$ cat src/rtl/phy_mgmt_pkg.sv
package phy_mgmt_pkg;

    localparam int REG_AW = 5;
    localparam int REG_DW = 16;

    localparam logic [REG_AW-1:0] CTRL_ADDR = 5'd0;
    localparam logic [REG_AW-1:0] STAT_ADDR = 5'd1;

    // control bit positions
    localparam int B_RST   = 15;
    localparam int B_LPBK  = 14;
    localparam int B_SPD   = 13;
    localparam int B_ANEN  = 12;
    localparam int B_PDN   = 11;
    localparam int B_ISO   = 10;
    localparam int B_RSTRT = 9;
    localparam int B_DUP   = 8;
    localparam int B_COLT  = 7;

    localparam logic [REG_DW-1:0] CTRL_DEFAULT = 16'h3100;
    // bits that hold the written value as-is
    localparam logic [REG_DW-1:0] CTRL_RW_MASK = 16'h7D80;

    // status bit positions
    localparam int S_ANDONE = 5;
    localparam int S_RFLT   = 4;
    localparam int S_LINK   = 2;
    localparam int S_JAB    = 1;

    localparam logic [REG_DW-1:0] STAT_FIXED = 16'h7849;

    typedef struct packed {
        logic [REG_DW-1:0] word;
        logic              rst_fire;
    } ctrl_state_t;

    typedef struct packed {
        logic rflt;
        logic jab;
    } sticky_t;

endpackage

$ cat src/rtl/phy_ctrl_reg.sv
module phy_ctrl_reg
    import phy_mgmt_pkg::*;
#(
    parameter int DW = REG_DW
) (
    input  logic          clk,
    input  logic          rst_n,
    input  logic          wr_ctrl,
    input  logic [DW-1:0] wr_data,
    input  logic          rst_done,
    input  logic          dup_upd,
    input  logic          dup_val,
    output logic [DW-1:0] ctrl_word,
    output logic          rst_fire,
    output logic          soft_rst
);

    ctrl_state_t st_d, st_q;
    logic        rst_hold;

    assign soft_rst = wr_ctrl & wr_data[B_RST];

    always_comb begin
        st_d          = st_q;
        st_d.rst_fire = 1'b0;
        // restart command lives for exactly one cycle
        st_d.word[B_RSTRT] = 1'b0;
        if (rst_done) begin
            st_d.word[B_RST] = 1'b0;
        end
        if (dup_upd) begin
            st_d.word[B_DUP] = dup_val;
        end
        rst_hold = st_d.word[B_RST];
        if (wr_ctrl) begin
            if (wr_data[B_RST]) begin
                st_d.word          = CTRL_DEFAULT;
                st_d.word[B_RST]   = 1'b1;
                st_d.rst_fire      = 1'b1;
            end else begin
                st_d.word          = wr_data & CTRL_RW_MASK;
                st_d.word[B_RSTRT] = wr_data[B_RSTRT];
                st_d.word[B_RST]   = rst_hold;
            end
        end
    end

    always_ff @(posedge clk or negedge rst_n) begin
        if (!rst_n) begin
            st_q.word     <= CTRL_DEFAULT;
            st_q.rst_fire <= 1'b0;
        end else begin
            st_q <= st_d;
        end
    end

    assign ctrl_word = st_q.word;
    assign rst_fire  = st_q.rst_fire;

endmodule

$ cat src/rtl/phy_stat_reg.sv
module phy_stat_reg
    import phy_mgmt_pkg::*;
#(
    parameter int DW = REG_DW
) (
    input  logic          clk,
    input  logic          rst_n,
    input  logic          link_up,
    input  logic          an_done,
    input  logic          rflt_in,
    input  logic          jab_in,
    input  logic          rd_clr,
    input  logic          soft_rst,
    output logic [DW-1:0] stat_word,
    output logic          rflt_q,
    output logic          jab_q
);

    sticky_t stk_d, stk_q;
    logic    drop;

    always_comb begin
        drop       = rd_clr | soft_rst;
        stk_d.rflt = rflt_in | (stk_q.rflt & ~drop);
        stk_d.jab  = jab_in  | (stk_q.jab  & ~drop);
    end

    always_ff @(posedge clk or negedge rst_n) begin
        if (!rst_n) begin
            stk_q <= '0;
        end else begin
            stk_q <= stk_d;
        end
    end

    always_comb begin
        stat_word           = STAT_FIXED;
        stat_word[S_LINK]   = link_up;
        stat_word[S_ANDONE] = an_done;
        stat_word[S_RFLT]   = stk_q.rflt;
        stat_word[S_JAB]    = stk_q.jab;
    end

    assign rflt_q = stk_q.rflt;
    assign jab_q  = stk_q.jab;

endmodule

$ cat src/rtl/phy_rd_mux.sv
module phy_rd_mux
    import phy_mgmt_pkg::*;
#(
    parameter int AW = REG_AW,
    parameter int DW = REG_DW
) (
    input  logic [AW-1:0] addr,
    input  logic          rd_en,
    input  logic [DW-1:0] ctrl_word,
    input  logic [DW-1:0] stat_word,
    output logic [DW-1:0] rd_data
);

    localparam int NREG = 2;
    logic [DW-1:0] slot [NREG];
    logic [NREG-1:0] hit;

    assign slot[0] = ctrl_word;
    assign slot[1] = stat_word;

    for (genvar g = 0; g < NREG; g++) begin : g_dec
        assign hit[g] = (addr == AW'(g));
    end

    always_comb begin
        rd_data = '0;
        for (int i = 0; i < NREG; i++) begin
            if (rd_en && hit[i]) begin
                rd_data = slot[i];
            end
        end
    end

endmodule

$ cat src/rtl/phy_mgmt_regs.sv
module phy_mgmt_regs
    import phy_mgmt_pkg::*;
#(
    parameter int AW = REG_AW,
    parameter int DW = REG_DW
) (
    input  logic          clk,
    input  logic          rst_n,
    input  logic [AW-1:0] reg_addr,
    input  logic          wr_en,
    input  logic [DW-1:0] wr_data,
    input  logic          rd_en,
    output logic [DW-1:0] rd_data,
    input  logic          link_up_i,
    input  logic          an_done_i,
    input  logic          rflt_i,
    input  logic          jab_i,
    input  logic          rst_done_i,
    input  logic          dup_upd_i,
    input  logic          dup_val_i,
    output logic          lpbk_o,
    output logic          spd100_o,
    output logic          an_en_o,
    output logic          pwrdn_o,
    output logic          iso_o,
    output logic          fdx_o,
    output logic          colt_o,
    output logic          phy_rst_pulse_o,
    output logic          restart_pulse_o
);

    logic          wr_ctrl;
    logic          rd_clr;
    logic          soft_rst;
    logic          rflt_q;
    logic          jab_q;
    logic [DW-1:0] ctrl_word;
    logic [DW-1:0] stat_word;

    assign wr_ctrl = wr_en & (reg_addr == AW'(CTRL_ADDR));
    assign rd_clr  = rd_en & (reg_addr == AW'(STAT_ADDR));

    phy_ctrl_reg #(.DW(DW)) u_ctrl (
        .clk      (clk),
        .rst_n    (rst_n),
        .wr_ctrl  (wr_ctrl),
        .wr_data  (wr_data),
        .rst_done (rst_done_i),
        .dup_upd  (dup_upd_i),
        .dup_val  (dup_val_i),
        .ctrl_word(ctrl_word),
        .rst_fire (phy_rst_pulse_o),
        .soft_rst (soft_rst)
    );

    phy_stat_reg #(.DW(DW)) u_stat (
        .clk      (clk),
        .rst_n    (rst_n),
        .link_up  (link_up_i),
        .an_done  (an_done_i),
        .rflt_in  (rflt_i),
        .jab_in   (jab_i),
        .rd_clr   (rd_clr),
        .soft_rst (soft_rst),
        .stat_word(stat_word),
        .rflt_q   (rflt_q),
        .jab_q    (jab_q)
    );

    phy_rd_mux #(.AW(AW), .DW(DW)) u_mux (
        .addr     (reg_addr),
        .rd_en    (rd_en),
        .ctrl_word(ctrl_word),
        .stat_word(stat_word),
        .rd_data  (rd_data)
    );

    assign lpbk_o          = ctrl_word[B_LPBK];
    assign spd100_o        = ctrl_word[B_SPD];
    assign an_en_o         = ctrl_word[B_ANEN];
    assign pwrdn_o         = ctrl_word[B_PDN];
    assign iso_o           = ctrl_word[B_ISO];
    assign fdx_o           = ctrl_word[B_DUP];
    assign colt_o          = ctrl_word[B_COLT];
    assign restart_pulse_o = ctrl_word[B_RSTRT];

endmodule

$ cat config.mk
export PLATFORM = sky130hd
export DESIGN_NAME = phy_mgmt_regs
export DESIGN_NICKNAME = d
export VERILOG_FILES = /design/src/rtl/phy_mgmt_pkg.sv /design/src/rtl/phy_ctrl_reg.sv /design/src/rtl/phy_stat_reg.sv /design/src/rtl/phy_rd_mux.sv /design/src/rtl/phy_mgmt_regs.sv
export SDC_FILE = /design/constraint.sdc
export NUM_CORES = 1
export LEC_CHECK = 0
export ABC_CLOCK_PERIOD_IN_PS = 1000
export BUFFER_PORTS_ARGS = -buffer_cell sky130_fd_sc_hd__buf_2
export CAP_MARGIN = 20
export CORE_MARGIN = 4
export CORE_UTILIZATION = 36
export DETAILED_ROUTE_END_ITERATION = 7
export MAX_ROUTING_LAYER = met4
export PLACE_DENSITY_LB_ADDON = 0.05
export SLEW_MARGIN = 40
export SYNTH_ARGS = -nofsm -noshare
export SYNTH_HDL_FRONTEND = slang
export SYNTH_SLANG_ARGS = --single-unit
$ cat constraint.sdc
create_clock -name clk -period 1 [get_ports clk]
set_input_delay 0 -clock clk [delete_from_list [all_inputs] [get_ports clk]]
set_output_delay 0 -clock clk [all_outputs]
set_load 0.02 [all_outputs]
==> out/qor.csv <==
metric,value,unit
setup.worst_path.class,reg -> out,
powerDensity,1010,nW/um^2
busiest_layer,met2,
setup_ws,-0.0436,ns
placed_cell_area,926,um^2
cts_root_buffer,clkbuf_4,
cts_buffers,3,
yosys.area.top_type,dfrtp_1,
leakagePower,0.665,nW
dp_slack,-0.0772,ns
clk_latency,0.25,ns
r2r_setup_slack,0.09,ns
reg2regPathDepth,2,
drv_cap,0,
dp_cells,133,
reg2reg_from,u_ctrl.ctrl_word[11],
internal-power,0.821,mW
crit_fanout,3,
hold_violations,0,
yosysUniqueCellTypes,21,
ant_nets,0,
tightest_slew,0.274,ns
vias_per_cell,4.32,
gr-usage-met2,0.274,
core_region_area,1730,um^2
die_w,50.5,um
synth_top_area_frac,0.346,
worstSetupEndpointType,primary output,
tritoncts,done,
grt_max_degree,13,
antenna_found_initial,0,
syn_to_final_growth,71.5,%
syn-num-nets,92,
path_clk_slew,0.08,ns
yosysSeqAreaShare,0.467,
power.switching,0.304,mW
netSwitchingFraction,0.270,
wire_per_inst,11.3,um
wl,1700,um
rsz0062_at_grt,true,
die_h,50.5,um
syn_inst,60,
cts.sinks,12,
grt_util_all_layers,0.155,
path_buf_inv,1,
dp_hpwl,1260,um
portBuffers,49,
finClkSkew,0,ns
fin_setup_tns,-0.112,ns
clkPwrFrac,0.266,
grtUsageMet1,0.184,
utilization,0.646,
drive_gt1_frac,0.568,
htree_levels,1,
grt_util_met3,0.0297,
num_rows,15,
grt_pass1_vias,724,
seqPwrFrac,0.496,
drtPass1Iterations,1,
fin_cells,150,
synth_edf_count,0,
arrival,1.04,ns
grt_overflow,0,
first_iter_violations,0,
combPwrFrac,0.238,
max_slew_margin,0.817,
synth_ff_type,dfrtp_1,
slew_viol_final,0,
final_area,1120,um^2
vias,648,
synth_area,651,um^2
r2r-end,u_ctrl.ctrl_word[11],
timing.fmax,958,MHz
avgSynthCellArea,10.8,um^2
path_cells,a21o_1 -> buf_6,
period_share,1.04,
setup_viol,3,
drc,0,
synthTopCellsByArea,"dfrtp_1 35%, dfstp_2 12%, and2_1 8.7%, mux2_1 6.9%, mux2i_1 6.2%",
io_pins,57,
clockBufferDepth,2,
crit_required,1.00,ns
diodes,0,
ir_worst_vdd,0.658,mV
hold_path_class,in -> reg,
dieArea,2550,um^2
cpMaxStageDelayCell,dfstp_2,
min_to,u_ctrl.ctrl_word[13],
grt_pass1_wl,2980,um
ys_ff_latch,12,
cp_slowest_stage_delay,0.55,ns
status,"finished, violations left",
synth_common_cells,"9 x and2_1, 9 x dfrtp_1",
gp_congestion,0.668,
finalCriticalPeriod,1.04,ns
async_reset_ff_frac,1.00,
violations,setup timing,
synth_warnings,0,
worstHoldStart,wr_en,
start_util,0.377,
cp-start-kind,register,
final_nets,158,
cp_top_family,flip-flops,
worstHoldPathCells,3,
==> registers in the layout, indices dropped and copies added (netlist names) <==
signal,flops
u_ctrl.ctrl_word,9
u_ctrl.rst_fire,1
u_stat.jab_q,1
u_stat.rflt_q,1
==> worst reg2reg max path: cells and delay by family (launching register included) <==
kind | cells | cell delay [ns]
buf+inv | 1 | 0.13
flops | 1 | 0.38
mux | 1 | 0.28
==> cell type report <==
type | count | area (um^2)
clock buffers | 4 | 26.3
repair inverters | 1 | 7.51
flip-flops and latches | 12 | 304
fillers | 165 | 611
well taps | 25 | 31.3
repair buffers | 65 | 424
multi-input cells | 38 | 302
inverters | 5 | 21.3
==> per-layer routing <==
layer  part of all wire  vias to the layer above
met4             0.0035                        0
met1               0.43                      292
li1                   -                      326
met3              0.065                        2
met2               0.50                       28
met5                  0                        -
==> kinds of logic after synthesis <==
kind of cell / count (synthesis) / synth area share
multiplexers: 8 / 0.131
AND/OR/NAND/NOR: 23 / 0.244
flip-flops: 12 / 0.467
AO/OA/AOI/OAI: 7 / 0.0808
buffers and inverters: 10 / 0.0769
==> worst max-delay path by stage <==
stage                              start              endpoint  slack (ns)  cells past startpoint
floorplan           u_ctrl.ctrl_word[11]  u_ctrl.ctrl_word[11]        0.13                      1
global placement             reg_addr[4]           rd_data[12]       -0.04                      6
detailed placement           reg_addr[4]            rd_data[5]       -0.08                      6
CTS                 u_ctrl.ctrl_word[12]           rd_data[12]       -0.06                      2
global route        u_ctrl.ctrl_word[12]           rd_data[12]       -0.10                      2
finish              u_ctrl.ctrl_word[13]           rd_data[13]       -0.04                      2
==> repair_timing <==
action | in CTS | in global routing
hold buffers | 8 | 0
pin swaps | 2 | 2
cloned | 1 | 0
resized for setup | 9 | 8
endpoints found under the hold margin | 19 | 0
endpoints found under the setup margin | 12 | 14
buffers inserted | 2 | 2
==> stage by stage <==
stage | total power, mW | hold slack, ns
3_5_place_dp | 0.792 | -0.105
3_3_place_gp | 0.787 | -0.106
4_1_cts | 1.13 | 0.0364
5_1_grt | 1.21 | 0.0466
6_report | 1.12 | 0.0376
2_1_floorplan | 0.679 | -0.296
==> placed cells by master (no fill, tap or decap), types with 2 or more instances in the layout <==
cell / n
buf_2: 41
buf_4: 11
dfrtp_1: 9
and2_1: 8
dlygate4sd3_1: 8
buf_6: 5
a21o_1: 4
inv_1: 4
mux2i_1: 4
nor2b_1: 4
mux2_1: 4
nor2_1: 3
clkbuf_4: 3
dfstp_2: 3
a31o_2: 2
==> power groups by stage <==
stage,Combinational [mW],Clock (mW),Sequential [mW]
finish,0.267,0.300,0.558
global route,0.295,0.348,0.566
CTS,0.255,0.314,0.559
detailed placement,0.224,0,0.568
global placement,0.221,0,0.566
floorplan,0.0677,0,0.611
Power figures use the tool's default switching activity.
